`src/rtl/cec_pkg.sv`:
```
package cec_pkg;
  typedef enum logic [1:0] {
    ST_IDLE  = 2'd0,
    ST_SETUP = 2'd1,
    ST_LOW   = 2'd2,
    ST_PRE   = 2'd3
  } cec_state_t;
endpackage

```
`src/rtl/cec_timer.sv`:
```
module cec_timer #(
  parameter int W = 9
) (
  input  logic         clk,
  input  logic         rst,
  input  logic         load,
  input  logic [W-1:0] load_val,
  output logic         zero
);
  logic [W-1:0] cnt;

  always_ff @(posedge clk) begin
    if (rst)             cnt <= '0;
    else if (load)       cnt <= load_val;
    else if (cnt != '0)  cnt <= cnt - 1'b1;
  end

  assign zero = (cnt == '0);
endmodule

```
`src/rtl/cec_seq.sv`:
```
module cec_seq
  import cec_pkg::*;
#(
  parameter int LOW_CYC = 30,
  parameter int PC_CYC  = 15,
  parameter int CW      = 9
) (
  input  logic clk,
  input  logic rst,
  input  logic req_valid,
  output logic req_ready,
  output logic accept,
  output logic start_low,
  output logic end_low
);
  localparam logic [CW-1:0] LOW_LOAD = CW'(LOW_CYC - 1);
  localparam logic [CW-1:0] PC_LOAD  = CW'(PC_CYC - 1);

  cec_state_t state, state_nx;
  logic       t_zero;
  logic       t_load;
  logic [CW-1:0] t_val;

  assign req_ready = (state == ST_IDLE);
  assign accept    = req_ready && req_valid;
  assign start_low = (state == ST_SETUP);
  assign end_low   = (state == ST_LOW) && t_zero;

  assign t_load = start_low || end_low;
  assign t_val  = start_low ? LOW_LOAD : PC_LOAD;

  cec_timer #(.W(CW)) u_phase (
    .clk      (clk),
    .rst      (rst),
    .load     (t_load),
    .load_val (t_val),
    .zero     (t_zero)
  );

  always_comb begin
    state_nx = state;
    unique case (state)
      ST_IDLE:  if (req_valid) state_nx = ST_SETUP;
      ST_SETUP: state_nx = ST_LOW;
      ST_LOW:   if (t_zero) state_nx = ST_PRE;
      ST_PRE:   if (t_zero) state_nx = ST_IDLE;
      default:  state_nx = ST_IDLE;
    endcase
  end

  always_ff @(posedge clk) begin
    if (rst) state <= ST_IDLE;
    else     state <= state_nx;
  end

  AST_PRE_EXIT_ZERO: assert property (@(posedge clk) disable iff (rst)
    ($past(state) == ST_PRE && state == ST_IDLE) |-> $past(t_zero)) else $error("precharge left early");
endmodule

```
`src/rtl/cec_bus.sv`:
```
module cec_bus #(
  parameter int ADDR_W      = 13,
  parameter int DATA_W      = 8,
  parameter int LOW_CYC     = 30,
  parameter int MAX_LOW_CYC = 500,
  parameter int PC_CYC      = 15
) (
  input  logic              clk,
  input  logic              rst,
  input  logic              accept,
  input  logic              start_low,
  input  logic              end_low,
  input  logic              req_write,
  input  logic [ADDR_W-1:0] req_addr,
  input  logic [DATA_W-1:0] req_wdata,
  input  logic [DATA_W-1:0] mem_dq_in,
  output logic [ADDR_W-1:0] addr_q,
  output logic              ce_n_q,
  output logic              we_n_q,
  output logic              oe_n_q,
  output logic [DATA_W-1:0] dq_out_q,
  output logic              dq_oe_q,
  output logic              rsp_valid_q,
  output logic [DATA_W-1:0] rdata_q
);
  logic wr_q;

  always_ff @(posedge clk) begin
    if (rst) begin
      addr_q      <= '0;
      ce_n_q      <= 1'b1;
      we_n_q      <= 1'b1;
      oe_n_q      <= 1'b1;
      dq_out_q    <= '0;
      dq_oe_q     <= 1'b0;
      rsp_valid_q <= 1'b0;
      rdata_q     <= '0;
      wr_q        <= 1'b0;
    end else begin
      rsp_valid_q <= 1'b0;
      if (accept) begin
        addr_q   <= req_addr;
        wr_q     <= req_write;
        we_n_q   <= ~req_write;
        dq_out_q <= req_wdata;
        dq_oe_q  <= req_write;
      end
      if (start_low) begin
        ce_n_q <= 1'b0;
        oe_n_q <= wr_q;
      end
      if (end_low) begin
        ce_n_q  <= 1'b1;
        we_n_q  <= 1'b1;
        oe_n_q  <= 1'b1;
        dq_oe_q <= 1'b0;
        if (!wr_q) begin
          rsp_valid_q <= 1'b1;
          rdata_q     <= mem_dq_in;
        end
      end
    end
  end

  // Independent phase-length monitors for the checks below
  localparam int MW = $clog2(MAX_LOW_CYC + PC_CYC + 2);
  localparam logic [MW-1:0] LOW_V  = MW'(LOW_CYC);
  localparam logic [MW-1:0] MAXL_V = MW'(MAX_LOW_CYC);
  localparam logic [MW-1:0] PC_V   = MW'(PC_CYC);
  localparam logic [MW-1:0] PCM1_V = MW'(PC_CYC - 1);
  logic [MW-1:0] lo_mon, hi_mon;

  always_ff @(posedge clk) begin
    if (rst) begin
      lo_mon <= '0;
      hi_mon <= PC_V;
    end else if (ce_n_q) begin
      lo_mon <= '0;
      if (hi_mon < PC_V) hi_mon <= hi_mon + 1'b1;
    end else begin
      hi_mon <= '0;
      if (lo_mon <= MAXL_V) lo_mon <= lo_mon + 1'b1;
    end
  end

  AST_CE_LOW_LEN: assert property (@(posedge clk) disable iff (rst)
    $rose(ce_n_q) |-> (lo_mon == LOW_V)) else $error("low phase length");
  AST_CE_LOW_MAX: assert property (@(posedge clk) disable iff (rst)
    lo_mon <= MAXL_V) else $error("low phase too long");
  AST_PRECHARGE: assert property (@(posedge clk) disable iff (rst)
    $fell(ce_n_q) |-> ($past(hi_mon) >= PCM1_V)) else $error("precharge short");
  AST_ADDR_HOLD: assert property (@(posedge clk) disable iff (rst)
    (!ce_n_q && $past(!ce_n_q)) |-> $stable(addr_q)) else $error("address moved");
  AST_WE_LEAD: assert property (@(posedge clk) disable iff (rst)
    ($fell(ce_n_q) && !we_n_q) |-> $past(!we_n_q)) else $error("write strobe late");
  AST_WR_NO_OE: assert property (@(posedge clk) disable iff (rst)
    !we_n_q |-> oe_n_q) else $error("output enable in write");
  AST_OE_TURN: assert property (@(posedge clk) disable iff (rst)
    $fell(oe_n_q) |-> ($past(!dq_oe_q) && !dq_oe_q)) else $error("bus contention");
  AST_RSP_EDGE: assert property (@(posedge clk) disable iff (rst)
    rsp_valid_q |-> $rose(ce_n_q)) else $error("response misplaced");
endmodule

```
`src/rtl/strobe_mem_ctrl.sv`:
```
module strobe_mem_ctrl #(
  parameter int ADDR_W      = 13,
  parameter int DATA_W      = 8,
  parameter int LOW_CYC     = 30,
  parameter int MAX_LOW_CYC = 500,
  parameter int PC_CYC      = 15
) (
  input  logic              clk,
  input  logic              rst,
  input  logic              req_valid,
  output logic              req_ready,
  input  logic              req_write,
  input  logic [ADDR_W-1:0] req_addr,
  input  logic [DATA_W-1:0] req_wdata,
  output logic              rsp_valid,
  output logic [DATA_W-1:0] rsp_rdata,
  output logic [ADDR_W-1:0] mem_addr,
  output logic              mem_ce_n,
  output logic              mem_we_n,
  output logic              mem_oe_n,
  output logic [DATA_W-1:0] mem_dq_out,
  output logic              mem_dq_oe,
  input  logic [DATA_W-1:0] mem_dq_in
);
  localparam int CNT_MAX = (MAX_LOW_CYC > PC_CYC) ? MAX_LOW_CYC : PC_CYC;
  localparam int CW      = $clog2(CNT_MAX + 1);

  initial begin
    AST_PARAM_RANGE: assert (LOW_CYC >= 1 && PC_CYC >= 1 && LOW_CYC <= MAX_LOW_CYC)
      else $error("timing parameters out of range");
  end

  logic accept, start_low, end_low;

  cec_seq #(
    .LOW_CYC (LOW_CYC),
    .PC_CYC  (PC_CYC),
    .CW      (CW)
  ) u_seq (
    .clk       (clk),
    .rst       (rst),
    .req_valid (req_valid),
    .req_ready (req_ready),
    .accept    (accept),
    .start_low (start_low),
    .end_low   (end_low)
  );

  cec_bus #(
    .ADDR_W      (ADDR_W),
    .DATA_W      (DATA_W),
    .LOW_CYC     (LOW_CYC),
    .MAX_LOW_CYC (MAX_LOW_CYC),
    .PC_CYC      (PC_CYC)
  ) u_bus (
    .clk         (clk),
    .rst         (rst),
    .accept      (accept),
    .start_low   (start_low),
    .end_low     (end_low),
    .req_write   (req_write),
    .req_addr    (req_addr),
    .req_wdata   (req_wdata),
    .mem_dq_in   (mem_dq_in),
    .addr_q      (mem_addr),
    .ce_n_q      (mem_ce_n),
    .we_n_q      (mem_we_n),
    .oe_n_q      (mem_oe_n),
    .dq_out_q    (mem_dq_out),
    .dq_oe_q     (mem_dq_oe),
    .rsp_valid_q (rsp_valid),
    .rdata_q     (rsp_rdata)
  );

  AST_BUSY_NO_READY: assert property (@(posedge clk) disable iff (rst)
    !mem_ce_n |-> !req_ready) else $error("ready during access");
endmodule

```
`config.mk`:
```
export PLATFORM = sky130hd
export DESIGN_NAME = strobe_mem_ctrl
export DESIGN_NICKNAME = d
export VERILOG_FILES = /design/src/rtl/cec_pkg.sv /design/src/rtl/cec_timer.sv /design/src/rtl/cec_seq.sv /design/src/rtl/cec_bus.sv /design/src/rtl/strobe_mem_ctrl.sv
export SDC_FILE = /design/constraint.sdc
export NUM_CORES = 1
export LEC_CHECK = 0
export CAP_MARGIN = 10
export CORE_MARGIN = 4
export CORE_UTILIZATION = 47
export DETAILED_ROUTE_END_ITERATION = 8
export PLACE_DENSITY = 0.81
export SKIP_CTS_REPAIR_TIMING = 1
export SLEW_MARGIN = 20
export SYNTH_ARGS = -nofsm -noshare
export SYNTH_HDL_FRONTEND = slang
export SYNTH_SLANG_ARGS = --single-unit
```
`constraint.sdc`:
```
create_clock -name clk -period 5.4 [get_ports clk]
set_input_delay 1.08 -clock clk [delete_from_list [all_inputs] [get_ports clk]]
set_output_delay 1.08 -clock clk [all_outputs]
set_load 0.02 [all_outputs]
```
Word level (Yosys, flattened, before mapping)
Index checks and enable logic that the tools add are counted.
Cells by class
  $add $sub $neg: 1
  eq/ne operators: 6
  mux-type cells: 8
  bitwise gates (word level): 3
  reductions and logical operators: 11
Operators by type and width (count)
  9-bit two-way mux: 2
  9-bit zero test: 1
  9-bit nonzero test: 1
  9-bit by 1-bit subtractor with 9-bit output, second input constant: 1
  2-bit one-hot mux with 4 select lines: 1
  2-bit two-way mux: 3
  5-bit two-way mux: 1
  2-bit == test, second input constant: 2
  2-bit by 1-bit != test with 1-bit output, second input constant: 2
  2-bit OR reduction: 2
  1-bit inverter: 3
  3-bit AND reduction: 1
  2-bit by 1-bit == test with 1-bit output, second input constant: 1
  1-bit logical AND: 2
  2-bit zero test: 1
  2-bit != test, second input constant: 1
  2-bit AND reduction: 1
  2-bit nonzero test: 1
  1-bit logical OR: 1
  1-bit two-way mux: 1
Storage, ports and cells
  register bits: 46

Longest topological paths before layout
  depth after elaboration: 4
  depth in mapped cells: 7
  gate-level depth less buffers: 6

By module
Synthesis repeated with hierarchy kept, for this count alone.
Unflattened totals
  cells, all modules: 208
  area total of the unflattened synthesis: 2035.7 µm²
Modules (own cells, without submodules)
  cec_bus: instances 1, cells each 123, area each 1311.3 µm²
  cec_timer: instances 1, cells each 62, area each 514.2 µm²
  cec_seq: instances 1, cells each 23, area each 210.2 µm²

Worst setup path before layout
OpenSTA, ideal clock, no wires.
  kind: reg2reg
  start: reg u_seq.u_phase.cnt[0]
  end: reg u_bus.rdata_q[0]
  arrival time: 1922 ps
  data required time: 5272 ps
  slack: 3350 ps
  cell stages (with the launch flop): 8
  buffers on the path: 1
  cells stage by stage: dfxtp_1 -> inv_1 -> ha_1 -> or4b_4 -> or4_4 -> buf_6 -> mux2i_1 -> nor2_1
Between the ends
  word-level cells in the longest chain between the ends: 3
Ends and longest elaborated chain
  start: declaration: RTL line cec_timer.sv:10  | logic [W-1:0] cnt;
  start signal: assignment: RTL line cec_timer.sv:14  | else if (load) cnt <= load_val;
  start signal: assignment: RTL line cec_timer.sv:15  | else if (cnt != '0) cnt <= cnt - 1'b1;
  9-bit zero test: RTL line cec_timer.sv:18  | assign zero = (cnt == '0);
  1-bit logical AND: RTL line cec_seq.sv:27  | assign end_low = (state == ST_LOW) && t_zero;
  2-bit AND reduction (no line)
  end signal: assignment: RTL line cec_bus.sv:59  | rdata_q <= mem_dq_in;
  end: declaration: RTL line cec_bus.sv:24  | output logic [DATA_W-1:0] rdata_q
Every way passes these cells.
A chain may end at the register's enable or synchronous reset.

Worst setup path in the final report
  start: reg u_seq.state[1]
  end: out req_ready
Between the ends
  word-level cells in the longest chain between the ends: 1
Ends and longest elaborated chain
  start: declaration: RTL line cec_seq.sv:19  | cec_state_t state, state_nx;
  start signal: assignment: RTL line cec_seq.sv:53  | else state <= state_nx;
  2-bit zero test: RTL line cec_seq.sv:24  | assign req_ready = (state == ST_IDLE);
  end: declaration: RTL line strobe_mem_ctrl.sv:11  | output logic req_ready,
Every way passes these cells.

==> impl_metrics.csv <==
group,metric,value,unit
global_route,grt_pass1_wl,6640,microns
global_route,grt_pass1_vias,1481,
floorplanning,core_area,3690,sq um
run,cap_violations,0,
clock_network,path_clk_slew,0.09,ns
placed_design,port_buffers,67,
synth,synthTopCellsByArea,"dfxtp_1 (51%), nand2_1 (9.7%), a21oi_1 (7.5%), mux2i_1 (5.0%), ha_1 (4.1%)",
routing,postRouteAntennaNets,0,
floorplanning,rows,22,
synth,synth.yosys.seq_area_share,50.9,%
sta,whs,0.457,ns
worst_hold_path,worst_hold_path_type,"reg2reg",
pwr,power_density,462,nW/um^2
routing,vias,1627,
critical_path,cp-end-kind,"output pin",
synth,synth_cells,206,
critical_path,rrSetupSlack,3.19,ns
critical_path,path_class,"reg2out",
floorplanning,die_area,4910,sq um
routing,wire_per_inst,12.9,microns
clock_network,htreeDepth,2,
clock_network,clkSinkCount,46,
synth,avgSynthCellArea,8.79,sq um
critical_path,max_stage_delay,0.65,ns
placed_design,gp_congestion,0.790,
sta,rsz0062_at_grt,"no",
critical_path,cp.arrival,1.64,ns
critical_path,crit_path_top_delay_cell,"clkdlybuf4s50_1",
floorplanning,die_h,70.1,microns
cells_and_area,utilization,70.8,%
cells_and_area,fill_cells,292,
global_route,grt_max_degree,41,
sta,slew_headroom,49.6,%
pwr,p_total,1.21,mW
clock_network,cts_made_buffers,5,
floorplanning,boundaryPins,68,
cells_and_area,antenna_cells,0,
critical_path,start_kind,"flip-flop",
routing,drt_iter0_drc,100,
global_route,grt_usage,16.5,%
placed_design,dp_hpwl,2910,microns
outcome,status,"complete, no violations",
global_route,antenna_found_initial,0,
floorplanning,dieWidth,70.1,microns
critical_path,r2r-start,"u_seq.u_phase.cnt[0]",
sta,hold_viol_final,0,
routing,drcViolationCount,0,
routing,routed_via_density,5.07,
critical_path,endpoint,"req_ready",
cells_and_area,register_area,921,sq um
synth,synth_top_area_cell,"dfxtp_1",
sta,worstMarginPinSlew,0.756,ns
synth,netlist.area_leader.share,50.9,%
sta,finalSetupViolCount,0,
clock_network,cts-root-buf,"clkbuf_8",
sta,slew_viol_final,0,
cells_and_area,finish.net_count,311,
floorplanning,floorplan.initialDensity,49.1,%
synth,syn_area,1810,sq um
global_route,grt-ovfl-total,0,
cells_and_area,drive_gt1_share,5.86,%
routing,drt_first_pass_iters,4,
clock_network,clock_latency,0.30,ns
synth,synth_cell_type_count,38,
critical_path,crit_required,4.32,ns
critical_path,r2r-end,"u_bus.rdata_q[0]",
sta,clock_skew,0.00624,ns
synth,ys_ff_latch,46,
sta,layout_min_cycle_time,2.72,ns
cells_and_area,area_growth,44.3,%
critical_path,crit_start,"u_seq.state[1]",
pwr,ir_drop,0.000396,V
clock_network,cts_tree,"built",
sta,timing.fmax,0.368,GHz
critical_path,r2r_cells,6,
synth,synth_warnings,0,
routing,wl,4130,microns
pwr,leakage,1.06,nW
critical_path,cp_max_fo,6,
clock_network,clock_path_buffers,2,
synth,synth_nets,245,
cells_and_area,multi_input_area,826,sq um
critical_path,worstPathCellList,"inv_1 > ha_1 > clkdlybuf4s50_1",
sta,final.period_utilization,50.4,%
sta,fin_tns_setup,0,ns
==> per-stage QoR <==
| step | area, sq um | instances | setup slack (ns) |
|---|---|---|---|
| 3_3_place_gp | 2510 | 313 | 2.59 |
| 5_1_grt | 2610 | 321 | 2.60 |
| 3_5_place_dp | 2510 | 313 | 2.53 |
| 6_report | 2610 | 321 | 2.68 |
| 4_1_cts | 2610 | 321 | 2.68 |
| 2_1_floorplan | 1810 | 206 | 3.35 |
==> layout make-up <==
cell class                 instances  area share, %
clock buffer                       7           3.69
clock inverter                     1          0.335
inverter                           6          0.862
multi-input combinational        145           31.6
sequential                        46           35.2
tap                               48           2.30
timing repair buffer              68           26.0
==> logic make-up (layout without fill, tap and decap cells) <==
| group | count (synthesis) | count (layout) | share of synthesized area (%) |
|---|---|---|---|
| AO/OA/AOI/OAI | 43 | 43 | 13.9 |
| XOR/XNOR | 3 | 3 | 1.45 |
| adder cells (fa/ha/maj) | 6 | 6 | 4.15 |
| buffers and inverters | 15 | 82 | 3.52 |
| flip-flops | 46 | 46 | 50.9 |
| multiplexers | 9 | 9 | 4.98 |
| AND/OR/NAND/NOR | 84 | 84 | 21.1 |
==> sequential cells by signal, indices dropped and copies added, names as in the netlist <==
name	count
u_bus.oe_n_q	1
u_bus.rdata_q	8
u_seq.u_phase.cnt	9
u_bus.dq_out_q	8
u_bus.addr_q	13
u_bus.dq_oe_q	1
u_bus.wr_q	1
u_bus.we_n_q	1
u_bus.ce_n_q	1
u_seq.state	2
u_bus.rsp_valid_q	1
==> critical path, delay by kind of cell, from the launching register on <==
family	cells	cell delay, ns
adder cells (fa/ha/maj)	1	0.24
flip-flops	1	0.35
buffers and inverters	2	0.76
==> where the power goes <==
part	total (mW)	switching, mW	internal, mW	leakage [nW]
registers	0.467	0.0532	0.413	0.377
logic	0.509	0.281	0.228	0.625
clock network	0.233	0.115	0.117	0.0544
total	1.21	0.450	0.759	1.06
==> how the worst min path moves through the flow <==
stage | from | cells after the start | endpoint
after floorplan | u_seq.u_phase.cnt[8] | 1 | u_seq.u_phase.cnt[8]
after global placement | u_bus.ce_n_q | 2 | u_bus.ce_n_q
after detailed placement | u_bus.addr_q[8] | 2 | u_bus.addr_q[8]
after CTS | u_bus.dq_out_q[2] | 2 | u_bus.dq_out_q[2]
after global routing | u_bus.addr_q[4] | 2 | u_bus.addr_q[4]
final | u_bus.addr_q[8] | 2 | u_bus.addr_q[8]
==> cell usage after synthesis <==
master / n
mux2i_1: 9
o221ai_1: 1
xor2_1: 1
or4b_4: 1
xnor2_1: 2
nor3_1: 3
dfxtp_1: 46
buf_6: 1
and2b_2: 1
nor2b_1: 2
a21oi_1: 27
nand3_1: 3
clkbuf_1: 5
o311a_1: 1
a211oi_1: 1
a311oi_1: 1
and2_0: 1
nand3b_1: 1
or4_4: 1
o31ai_1: 1
nand2b_1: 1
or3_1: 1
or3b_2: 1
nor3b_1: 1
o41ai_1: 2
o311a_2: 1
o211ai_1: 1
and2_1: 1
inv_1: 6
a31oi_1: 2
or2_2: 2
buf_1: 3
nor4_1: 1
o21ai_0: 5
nor2_1: 15
and3_1: 1
ha_1: 6
nand2_1: 47
==> layer usage <==
metal  GRT usage, %  up-vias  share of wire (%)
met5              0        -                  0
met3           4.17        5                5.9
met2           26.7       50                 47
met4           5.74        0                1.1
li1               -      827                  -
met1           21.3      745                 47
==> cell usage in the layout, fill, tap and decap left out, types with 2 or more instances in the layout <==
master / n
or2_2: 2
nor2_1: 15
mux2i_1: 9
and2_1: 2
nor3_1: 3
clkbuf_8: 7
nor2b_1: 2
inv_1: 6
a21oi_1: 27
clkdlybuf4s50_1: 67
o41ai_1: 2
a31oi_1: 2
nand3_1: 3
ha_1: 6
xnor2_1: 2
o21ai_0: 5
nand2_1: 47
dfxtp_1: 46
(Power assumes the default switching activity.)
